### src/rtl/pwm_pkg.sv
package pwm_pkg;
    localparam int BANK_W         = 8;
    localparam int CTRL_SYNC      = 0;
    localparam int CTRL_PRESCALE  = 1;
    localparam int CTRL_PERIOD    = 2;
    localparam int CTRL_EN_BASE   = 3;

    typedef enum logic [1:0] {
        RGN_CTRL   = 2'd0,
        RGN_SHADOW = 2'd1,
        RGN_LIVE   = 2'd2,
        RGN_NONE   = 2'd3
    } region_e;
endpackage

### src/rtl/pwm_timebase.sv
module pwm_timebase #(
    parameter int W = 8
) (
    input  logic         clk,
    input  logic         rst_n,
    input  logic [W-1:0] prescale,
    input  logic [W-1:0] period,
    output logic [W-1:0] step,
    output logic         step_entry,
    output logic         wrap
);
    typedef struct packed {
        logic [W-1:0] pre;
        logic [W-1:0] step;
    } tb_state_t;

    tb_state_t state_d, state_q;
    logic      tick;

    always_comb begin
        state_d = state_q;
        tick    = (state_q.pre >= prescale);
        wrap    = tick && (state_q.step >= period);
        state_d.pre = tick ? '0 : state_q.pre + 1'b1;
        if (tick) begin
            state_d.step = wrap ? '0 : state_q.step + 1'b1;
        end
    end

    always_ff @(posedge clk or negedge rst_n) begin
        if (!rst_n) state_q <= '0;
        else        state_q <= state_d;
    end

    assign step       = state_q.step;
    assign step_entry = (state_q.pre == '0);

    AST_PRE_WRAP: assert property (@(posedge clk) disable iff (!rst_n)
        (state_q.pre >= prescale) |=> (state_q.pre == '0));
    AST_STEP_WRAP: assert property (@(posedge clk) disable iff (!rst_n)
        (wrap) |=> (state_q.step == '0));
    AST_STEP_HOLD: assert property (@(posedge clk) disable iff (!rst_n)
        (state_q.pre < prescale) |=> $stable(state_q.step));
endmodule

### src/rtl/pwm_regs.sv
module pwm_regs
    import pwm_pkg::*;
#(
    parameter int NCH    = 16,
    parameter int W      = 8,
    localparam int CH_W  = $clog2(NCH),
    localparam int ADDR_W = CH_W + 3,
    localparam int NBANK = NCH / BANK_W
) (
    input  logic                    clk,
    input  logic                    rst_n,
    input  logic [ADDR_W-1:0]       bus_addr,
    input  logic                    bus_wr,
    input  logic [W-1:0]            bus_wdata,
    output logic [W-1:0]            bus_rdata,
    input  logic                    commit,
    output logic [W-1:0]            prescale,
    output logic [W-1:0]            period,
    output logic [NCH-1:0]          chan_en,
    output logic [NCH-1:0][W-1:0]   rise_live,
    output logic [NCH-1:0][W-1:0]   fall_live
);
    typedef struct packed {
        logic                  sync;
        logic [W-1:0]          prescale;
        logic [W-1:0]          period;
        logic [NCH-1:0]        en;
        logic [NCH-1:0][W-1:0] rise_sh;
        logic [NCH-1:0][W-1:0] fall_sh;
        logic [NCH-1:0][W-1:0] rise_lv;
        logic [NCH-1:0][W-1:0] fall_lv;
    } reg_state_t;

    reg_state_t regs_d, regs_q;

    region_e         rgn;
    logic [CH_W-1:0] ch;
    logic            sel_fall;
    logic [CH_W:0]   ctrl_idx;

    assign rgn      = region_e'(bus_addr[ADDR_W-1 -: 2]);
    assign ch       = bus_addr[CH_W:1];
    assign sel_fall = bus_addr[0];
    assign ctrl_idx = bus_addr[CH_W:0];

    always_comb begin
        regs_d = regs_q;
        // boundary transfer of the shadow pairs, synchronized mode only
        if (regs_q.sync && commit) begin
            regs_d.rise_lv = regs_q.rise_sh;
            regs_d.fall_lv = regs_q.fall_sh;
        end
        if (bus_wr) begin
            unique case (rgn)
                RGN_CTRL: begin
                    if (int'(ctrl_idx) == CTRL_SYNC)     regs_d.sync     = bus_wdata[0];
                    if (int'(ctrl_idx) == CTRL_PRESCALE) regs_d.prescale = bus_wdata;
                    if (int'(ctrl_idx) == CTRL_PERIOD)   regs_d.period   = bus_wdata;
                    for (int k = 0; k < NBANK; k++) begin
                        if (int'(ctrl_idx) == CTRL_EN_BASE + k)
                            regs_d.en[k*BANK_W +: BANK_W] = bus_wdata[BANK_W-1:0];
                    end
                end
                RGN_SHADOW: begin
                    if (sel_fall) begin
                        regs_d.fall_sh[ch] = bus_wdata;
                        if (!regs_q.sync) regs_d.fall_lv[ch] = bus_wdata;
                    end else begin
                        regs_d.rise_sh[ch] = bus_wdata;
                        if (!regs_q.sync) regs_d.rise_lv[ch] = bus_wdata;
                    end
                end
                default: ;
            endcase
        end
    end

    always_comb begin
        bus_rdata = '0;
        unique case (rgn)
            RGN_CTRL: begin
                if (int'(ctrl_idx) == CTRL_SYNC)     bus_rdata[0] = regs_q.sync;
                if (int'(ctrl_idx) == CTRL_PRESCALE) bus_rdata    = regs_q.prescale;
                if (int'(ctrl_idx) == CTRL_PERIOD)   bus_rdata    = regs_q.period;
                for (int k = 0; k < NBANK; k++) begin
                    if (int'(ctrl_idx) == CTRL_EN_BASE + k)
                        bus_rdata[BANK_W-1:0] = regs_q.en[k*BANK_W +: BANK_W];
                end
            end
            RGN_SHADOW: bus_rdata = sel_fall ? regs_q.fall_sh[ch] : regs_q.rise_sh[ch];
            RGN_LIVE:   bus_rdata = sel_fall ? regs_q.fall_lv[ch] : regs_q.rise_lv[ch];
            default:    bus_rdata = '0;
        endcase
    end

    always_ff @(posedge clk or negedge rst_n) begin
        if (!rst_n) regs_q <= '0;
        else        regs_q <= regs_d;
    end

    assign prescale  = regs_q.prescale;
    assign period    = regs_q.period;
    assign chan_en   = regs_q.en;
    assign rise_live = regs_q.rise_lv;
    assign fall_live = regs_q.fall_lv;

    AST_LIVE_HOLD: assert property (@(posedge clk) disable iff (!rst_n)
        (regs_q.sync && !commit) |=> ($stable(regs_q.rise_lv) && $stable(regs_q.fall_lv)));
    AST_COMMIT_COPY: assert property (@(posedge clk) disable iff (!rst_n)
        (regs_q.sync && commit) |=> (regs_q.rise_lv == $past(regs_q.rise_sh)
                                     && regs_q.fall_lv == $past(regs_q.fall_sh)));
    AST_IMMEDIATE: assert property (@(posedge clk) disable iff (!rst_n)
        (!regs_q.sync && bus_wr && rgn == RGN_SHADOW && !sel_fall)
            |=> (regs_q.rise_lv[$past(ch)] == $past(bus_wdata)));
endmodule

### src/rtl/pwm_channel.sv
module pwm_channel #(
    parameter int W = 8
) (
    input  logic         clk,
    input  logic         rst_n,
    input  logic [W-1:0] step,
    input  logic         step_entry,
    input  logic [W-1:0] rise,
    input  logic [W-1:0] fall,
    input  logic         enable,
    output logic         wave
);
    typedef struct packed {
        logic tog;
        logic out;
    } ch_state_t;

    ch_state_t ch_d, ch_q;
    logic      level;

    always_comb begin
        ch_d = ch_q;
        if (step_entry && (step == rise) && (rise == fall)) begin
            ch_d.tog = ~ch_q.tog;
        end
        if (rise < fall)      level = (step >= rise) && (step < fall);
        else if (fall < rise) level = (step >= rise) || (step < fall);
        else                  level = ch_d.tog;
        ch_d.out = enable & level;
    end

    always_ff @(posedge clk or negedge rst_n) begin
        if (!rst_n) ch_q <= '0;
        else        ch_q <= ch_d;
    end

    assign wave = ch_q.out;

    AST_OFF_LOW: assert property (@(posedge clk) disable iff (!rst_n)
        (!enable) |=> (!wave));
endmodule

### src/rtl/pwm_edge_gen.sv
module pwm_edge_gen #(
    parameter int NCH     = 16,
    parameter int W       = 8,
    localparam int ADDR_W = $clog2(NCH) + 3
) (
    input  logic              clk,
    input  logic              rst_n,
    input  logic [ADDR_W-1:0] bus_addr,
    input  logic              bus_wr,
    input  logic [W-1:0]      bus_wdata,
    output logic [W-1:0]      bus_rdata,
    output logic [NCH-1:0]    pwm_out
);
    logic [W-1:0]          prescale, period, step;
    logic                  step_entry, wrap;
    logic [NCH-1:0]        chan_en;
    logic [NCH-1:0][W-1:0] rise_live, fall_live;

    pwm_timebase #(.W(W)) u_timebase (
        .clk        (clk),
        .rst_n      (rst_n),
        .prescale   (prescale),
        .period     (period),
        .step       (step),
        .step_entry (step_entry),
        .wrap       (wrap)
    );

    pwm_regs #(.NCH(NCH), .W(W)) u_regs (
        .clk       (clk),
        .rst_n     (rst_n),
        .bus_addr  (bus_addr),
        .bus_wr    (bus_wr),
        .bus_wdata (bus_wdata),
        .bus_rdata (bus_rdata),
        .commit    (wrap),
        .prescale  (prescale),
        .period    (period),
        .chan_en   (chan_en),
        .rise_live (rise_live),
        .fall_live (fall_live)
    );

    for (genvar c = 0; c < NCH; c++) begin : g_ch
        pwm_channel #(.W(W)) u_ch (
            .clk        (clk),
            .rst_n      (rst_n),
            .step       (step),
            .step_entry (step_entry),
            .rise       (rise_live[c]),
            .fall       (fall_live[c]),
            .enable     (chan_en[c]),
            .wave       (pwm_out[c])
        );
    end
endmodule

### config.mk
export PLATFORM = sky130hd
export DESIGN_NAME = pwm_edge_gen
export DESIGN_NICKNAME = d
export VERILOG_FILES = /design/src/rtl/pwm_pkg.sv /design/src/rtl/pwm_timebase.sv /design/src/rtl/pwm_regs.sv /design/src/rtl/pwm_channel.sv /design/src/rtl/pwm_edge_gen.sv
export SDC_FILE = /design/constraint.sdc
export NUM_CORES = 2
export LEC_CHECK = 0
export CORE_UTILIZATION = 46
export CTS_CLUSTER_SIZE = 16
export DETAILED_ROUTE_END_ITERATION = 8
export GPL_TIMING_DRIVEN = 0
export PLACE_DENSITY = 0.63
export RECOVER_POWER = 100
export SYNTH_ARGS = -nofsm -noshare
export SYNTH_HDL_FRONTEND = slang
export SYNTH_HIERARCHICAL = 1
export SYNTH_SLANG_ARGS = --single-unit
### constraint.sdc
create_clock -name clk -period 7.2 [get_ports clk]
set_clock_uncertainty 0.2 [all_clocks]
set_input_delay 1.44 -clock clk [delete_from_list [all_inputs] [get_ports clk]]
set_output_delay 1.44 -clock clk [all_outputs]
set_load 0.005 [all_outputs]
## Word-level counts from Yosys, hierarchy flattened

Cells that the tools add are included.

| operators by class | value |
|---|---|
| add/sub/neg operators | 2 |
| $lt $le $gt $ge | 68 |
| equality and inequality tests | 38 |
| muxes and demuxes | 79 |
| bitwise gates (word level) | 33 |
| reduce and logical (&&, ||, !) cells | 77 |

Operator list:

| kind | count |
|---|---|
| 256-bit 2-to-1 mux | 3 |
| 128-bit bitwise mux | 4 |
| 128-bit 2-to-1 mux | 4 |
| 8-bit less-than comparator | 48 |
| 8-bit == test | 32 |
| 8-bit >= comparator | 18 |
| 8-bit binary-select mux with 4-bit select | 4 |
| 8-bit 2-to-1 mux | 13 |
| 1-bit logical AND | 51 |
| 1-bit 2-to-1 mux | 49 |
| 8-bit demux with 4-bit select | 1 |
| 8-bit case mux with 3 select lines | 1 |
| 3-bit AND reduction | 7 |
| 1-bit inverter | 17 |
| 8-bit by 1-bit adder with 8-bit output (second input constant) | 2 |
| 1-bit AND | 16 |
| 1-bit logical OR | 16 |
| 5-bit by 3-bit == test with 1-bit output (second input constant) | 2 |
| 8-bit zero test | 1 |
| 5-bit by 2-bit == test with 1-bit output (second input constant) | 1 |
| 5-bit by 4-bit == test with 1-bit output (second input constant) | 1 |
| 5-bit zero test | 1 |
| 4-bit by 5-bit less-than comparator with 1-bit output (second input constant) | 1 |
| 4-bit by 1-bit >= comparator with 1-bit output (second input constant) | 1 |
| 3 further kinds | 3 |

| word-level totals | value |
|---|---|
| register bits | 593 |
| output and inout bits | 24 |

## Depth between registers and ports, before layout

| depth | value |
|---|---|
| depth after elaboration | 9 |
| depth in mapped cells | 13 |
| mapped depth without buffers | 9 |

## Hierarchy

The synthesis kept the hierarchy.

By module, submodules not included:

| module | instances | cells each | area each (um^2) | sequential area each (um^2) |
|---|---|---|---|---|
| pwm_regs | 1 | 2500 | 29547.1 | 13638.1 |
| pwm_channel | 16 | 84 | 680.7 | 50.0 |
| pwm_timebase | 1 | 140 | 1308.8 | 400.4 |

## Least setup slack after synthesis

Ideal clock, no wire load.

| timing path | value |
|---|---|
| path type | input to output |
| from | input port bus_addr[2] |
| to | output port bus_rdata[2] |
| arrival time | 3145 ps |
| required time | 5560 ps |
| path slack | 2415 ps |
| stages | 8 |
| cell sequence | buf_4 -> buf_2 -> buf_2 -> mux4_2 -> a22o_1 -> a221oi_1 -> o22ai_1 -> a211o_1 |

| between the ends | value |
|---|---|
| cells in the longest elaborated chain, start to end | 6 |
| elaborated cells between the ends (all ways) | 19 |
| those cells by class | eq/ne: 4; mux: 15 |

Ends and longest elaborated chain:

| item | line | RTL |
|---|---|---|
| start: declaration | pwm_edge_gen.sv:8 | `input logic [ADDR_W-1:0] bus_addr,` |
| 5-bit by 2-bit == test with 1-bit output | pwm_regs.sv:83 | `if (int'(ctrl_idx) == CTRL_PRESCALE) bus_rdata = regs_q.prescale;` |
| 8-bit 2-to-1 mux | pwm_regs.sv:83 |  |
| 8-bit 2-to-1 mux | pwm_regs.sv:84 | `if (int'(ctrl_idx) == CTRL_PERIOD) bus_rdata = regs_q.period;` |
| 8-bit 2-to-1 mux (2 in series) | pwm_regs.sv:86 | `if (int'(ctrl_idx) == CTRL_EN_BASE + k)` |
| 8-bit case mux with 3 select lines * | pwm_regs.sv:80 | `unique case (rgn)` |
| end: declaration | pwm_edge_gen.sv:11 | `output logic [W-1:0] bus_rdata,` |

Every way passes the cells marked *; elsewhere a longest branch is shown, timed or not. The select of a mux whose other input is x is not followed.

## Worst setup path in the final report

| timing path | value |
|---|---|
| from | input port bus_addr[2] |
| to | output port bus_rdata[6] |

The elaborated chain is that of the path after synthesis.

==> summary.md <==
| Metric | Value |
|---|---|
| Final instance area | 0.0459 sq mm |
| Grt ovf | 0 |
| Post-synthesis cell type count | 75 |
| Cells after Synth | 3984 |
| Pin count of the biggest net entering global routing | 118 |
| Post-CTS Hold Buffers | 0 |
| Die W | 303 microns |
| Area delta synth->final | 9.89% |
| Failing checks | capacitance limit, slew limit, setup timing |
| Main synth FF type | dfrtp_1 |
| Clock transition at path regs | 60 ps |
| Worst rel slew slack | -231% |
| Final cycle utilization of the critical path | 101% |
| Most frequent cells in the layout | 593 x dfrtp_1, 387 x ha_1, 331 x nand2_1 |
| Final setup violation count | 3 |
| Post-synth EDFFs | 0 |
| YS warnings | 6 |
| Number of synthesized register bits | 593 |
| Leak pwr | 23.5 nW |
| GPL Wtd Cong | 1.08 |
| Final layout net count | 4500 |
| Hold path depth | 1 |
| PnR worst setup slack | -66.2 ps |
| Post-synth top area cell | dfrtp_1 |
| Crit path required time | 5560 ps |
| Worst r2r path cells | 13 |
| Mean post-synth cell area | around 10 sq um |
| CTS tree | yes |
| Startpoint types | input port |
| Final slew viol count | 77 |
| CTS buffer count | 71 |
| Worst-margin pin slew | 4970 ps |
| Die Y | 303 microns |
| Power Dens Cells | 360 mW/mm^2 |
| Avg WL per Cell | 30.5 microns |
| Number of I/O pins | 42 |
| Post-Route Utilization | 51.0% |
| HP Class | flip-flop to flip-flop |
| Reg-to-Reg Start | u_regs/prescale[4]$_DFFE_PN0P_ |
| Final Hold Viols | 0 |
| RSZ-0062 raised after global routing | no |
| Non-Filler Instances | around 5300 |
| Fin crit period | 7270 ps |
| Antenna violations before repair | 9 |
| First-pass GRT wire length | about 230000 microns |
| Outcome | finished, violations left |
| Net count after synthesis | 4389 |
| Post-DP Area | between 0.04 and 0.05 sq mm |
| Post-route ant nets | 0 |
| Placeable Area | 0.0900 sq mm |
| Share of layout cells above drive strength 1 | between 20% and 30% |
| Clock buffer depth | 3 |
| Vias in the first global route | 32400 |
| Commonest non-fill, non-tap cell in the layout | dfrtp_1 |
| Fmax | between 100 and 150 MHz |
| Hold endpoint | g_ch[13].u_ch/ch_q[1]$_DFF_PN0_ |
| PortBufs | 29 |
| Initial core utilization | 46.4% |
| Max Cap Viol | 2 |
| Gr usage total | approximately 36% |
| CP arrival | 5630 ps |
| Root Buffer | clkbuf_16 |
| Hold Startpoint | g_ch[13].u_ch/ch_q[1]$_DFF_PN0_ |
| Placed insts | 5198 |
| Worst flop-to-flop path endpoint | u_regs/fall_live[125]$_DFF_PN0_ |
| Post-DP HPWL | 123000 microns |
| CTS Sinks | 593 |
| Top post-synthesis cells by area | dfrtp_1 36%, ha_1 12%, mux2_2 6.6% |
| Reg2reg setup slack | 1750 ps |
| Final wirelength | 163000 microns |
| Maximum vdd ir drop | 0.436 mV |
| Hold Worst Slack | 288 ps |
| Maximum net fanout on the critical path | 10 |
| Yosys top cell area share | approximately 36% |
| # H-tree levels | 3 |
| Crit end category | output pin |
| DR DRC count | 0 |
| # Post-CTS Setup Buffers | 0 |
| Drt pass-1 iters | 7 |
| Avg Vias per Cell | 6.17 |
| Worst-Skew Late Latency | 630 ps |
| DR vias | about 33000 |
| Crit path kind | input port to output pin |
| Seq/Total Area, Yosys | 35.5% |
| Power Total | 16.5 mW |
| DRT iter0 DRCs | approximately 3500 |
| Cell row count | 110 |
| Async S/R FF share, synth | 100% |
| Die area | 0.0920 sq mm |
| Synth Cell Area | 0.0417 sq mm |
[state kept, by name (all words and copies together) (netlist names)]
register / count
u_regs/regs_q: 257
u_timebase/state_q: 8
u_regs/rise_live: 128
u_regs/chan_en: 16
u_timebase/step: 8
u_regs/prescale: 8
u_regs/fall_live: 128
u_regs/period: 8
g_ch.u_ch/ch_q: 16
g_ch.u_ch/wave: 16
[report_power, final]
group | internal (mW) | switching (mW) | leakage [nW]
Sequential | 4.22 | 1.40 | 7.68
Combinational | 3.42 | 3.72 | 14.6
Clock | 2.20 | 1.55 | 1.17
Total | 9.83 | 6.67 | 23.5
[area by class of cell]
class	count	area [sq um]
diodes	5	12.5
fillers	8214	44100
plain buffers	482	3080
flip-flops and latches	593	14800
clock inverters	25	273
inverters	296	1110
repair buffers	38	420
well taps	1176	1470
multi-input cells	2613	22500
clock buffers	105	2120
[timing repair]
action | 4_1_cts | 5_1_grt
endpoints found under the setup margin | 1 | 4
gates resized for setup | 1 | 4
gates cloned | 0 | 0
pin swaps | 0 | 0
[per-layer routing]
metal	up-vias	share of wire [%]	global-route usage, %	wire length (microns)
met3	488	9.3	7.03	15200
met4	2	7.6	22.8	12400
li1	14300	-	-	-
met2	1798	43	53.2	69400
met5	-	0.0043	0.155	7
met1	16300	40	48.1	65900
[cells in the mapped netlist (all sizes together) (3+ instances only)]
cell type / instances
a2111oi: 18
a211o: 17
a211oi: 18
a21o: 51
a21oi: 73
a221o: 16
a221oi: 10
a22o: 8
a22oi: 30
a31oi: 10
and2: 4
and3: 9
buf: 374
clkbuf: 108
dfrtp: 593
ha: 387
inv: 296
mux2: 306
mux2i: 274
mux4: 122
nand2: 332
nand2b: 24
nand3: 77
nand4: 68
nor2: 192
nor2b: 29
nor3: 54
nor3b: 16
o2111ai: 34
o211ai: 37
o21ai: 309
o31ai: 3
or2: 3
or3: 5
or3b: 16
xnor2: 17
xor2: 21
[through the flow]
stage / setup TNS, ps / setup WS [ps]
floorplan: 0 / 2410
global placement: - / -23830
detailed placement: -42.4 / -42.4
CTS: 0 / 12.6
global route: 0 / 50.3
finish: -123 / -66.2
[worst max-delay path, cell delays in order]
cell and delay (ps):
clkdlybuf4s50_1 580, buf_4 270, clkbuf_2 500, buf_2 650
mux4_2 460, nand2_1 230, o311ai_0 270, o21ai_0 290
o311ai_1 340, clkdlybuf4s50_1 560
[how the worst max path moves through the flow]
stage / cells after the start / end / slack [ps] / from
floorplan: 8 / bus_rdata[2] / 2410 / bus_addr[2]
finish: 10 / bus_rdata[6] / -70 / bus_addr[2]
detailed placement: 10 / bus_rdata[6] / -40 / bus_addr[2]
CTS: 11 / bus_rdata[0] / 10 / bus_addr[2]
global route: 10 / bus_rdata[6] / 50 / bus_addr[2]
global placement: 1 / g_ch[10].u_ch/wave$_DFF_PN0_ / -23830 / rst_n
[cell families (layout without fill, tap and decap cells)]
family	count (synthesis)	after routing	share of synthesized area [%]
AND/OR/NAND/NOR	840	840	10.1
multiplexers	702	702	21.4
other	0	5	0
buffers and inverters	778	946	10.0
AO/OA/AOI/OAI	646	646	10.5
XOR/XNOR	38	38	0.797
adder cells (fa/ha/maj)	387	387	11.6
flip-flops	593	593	35.5
(Power assumes the default switching activity.)
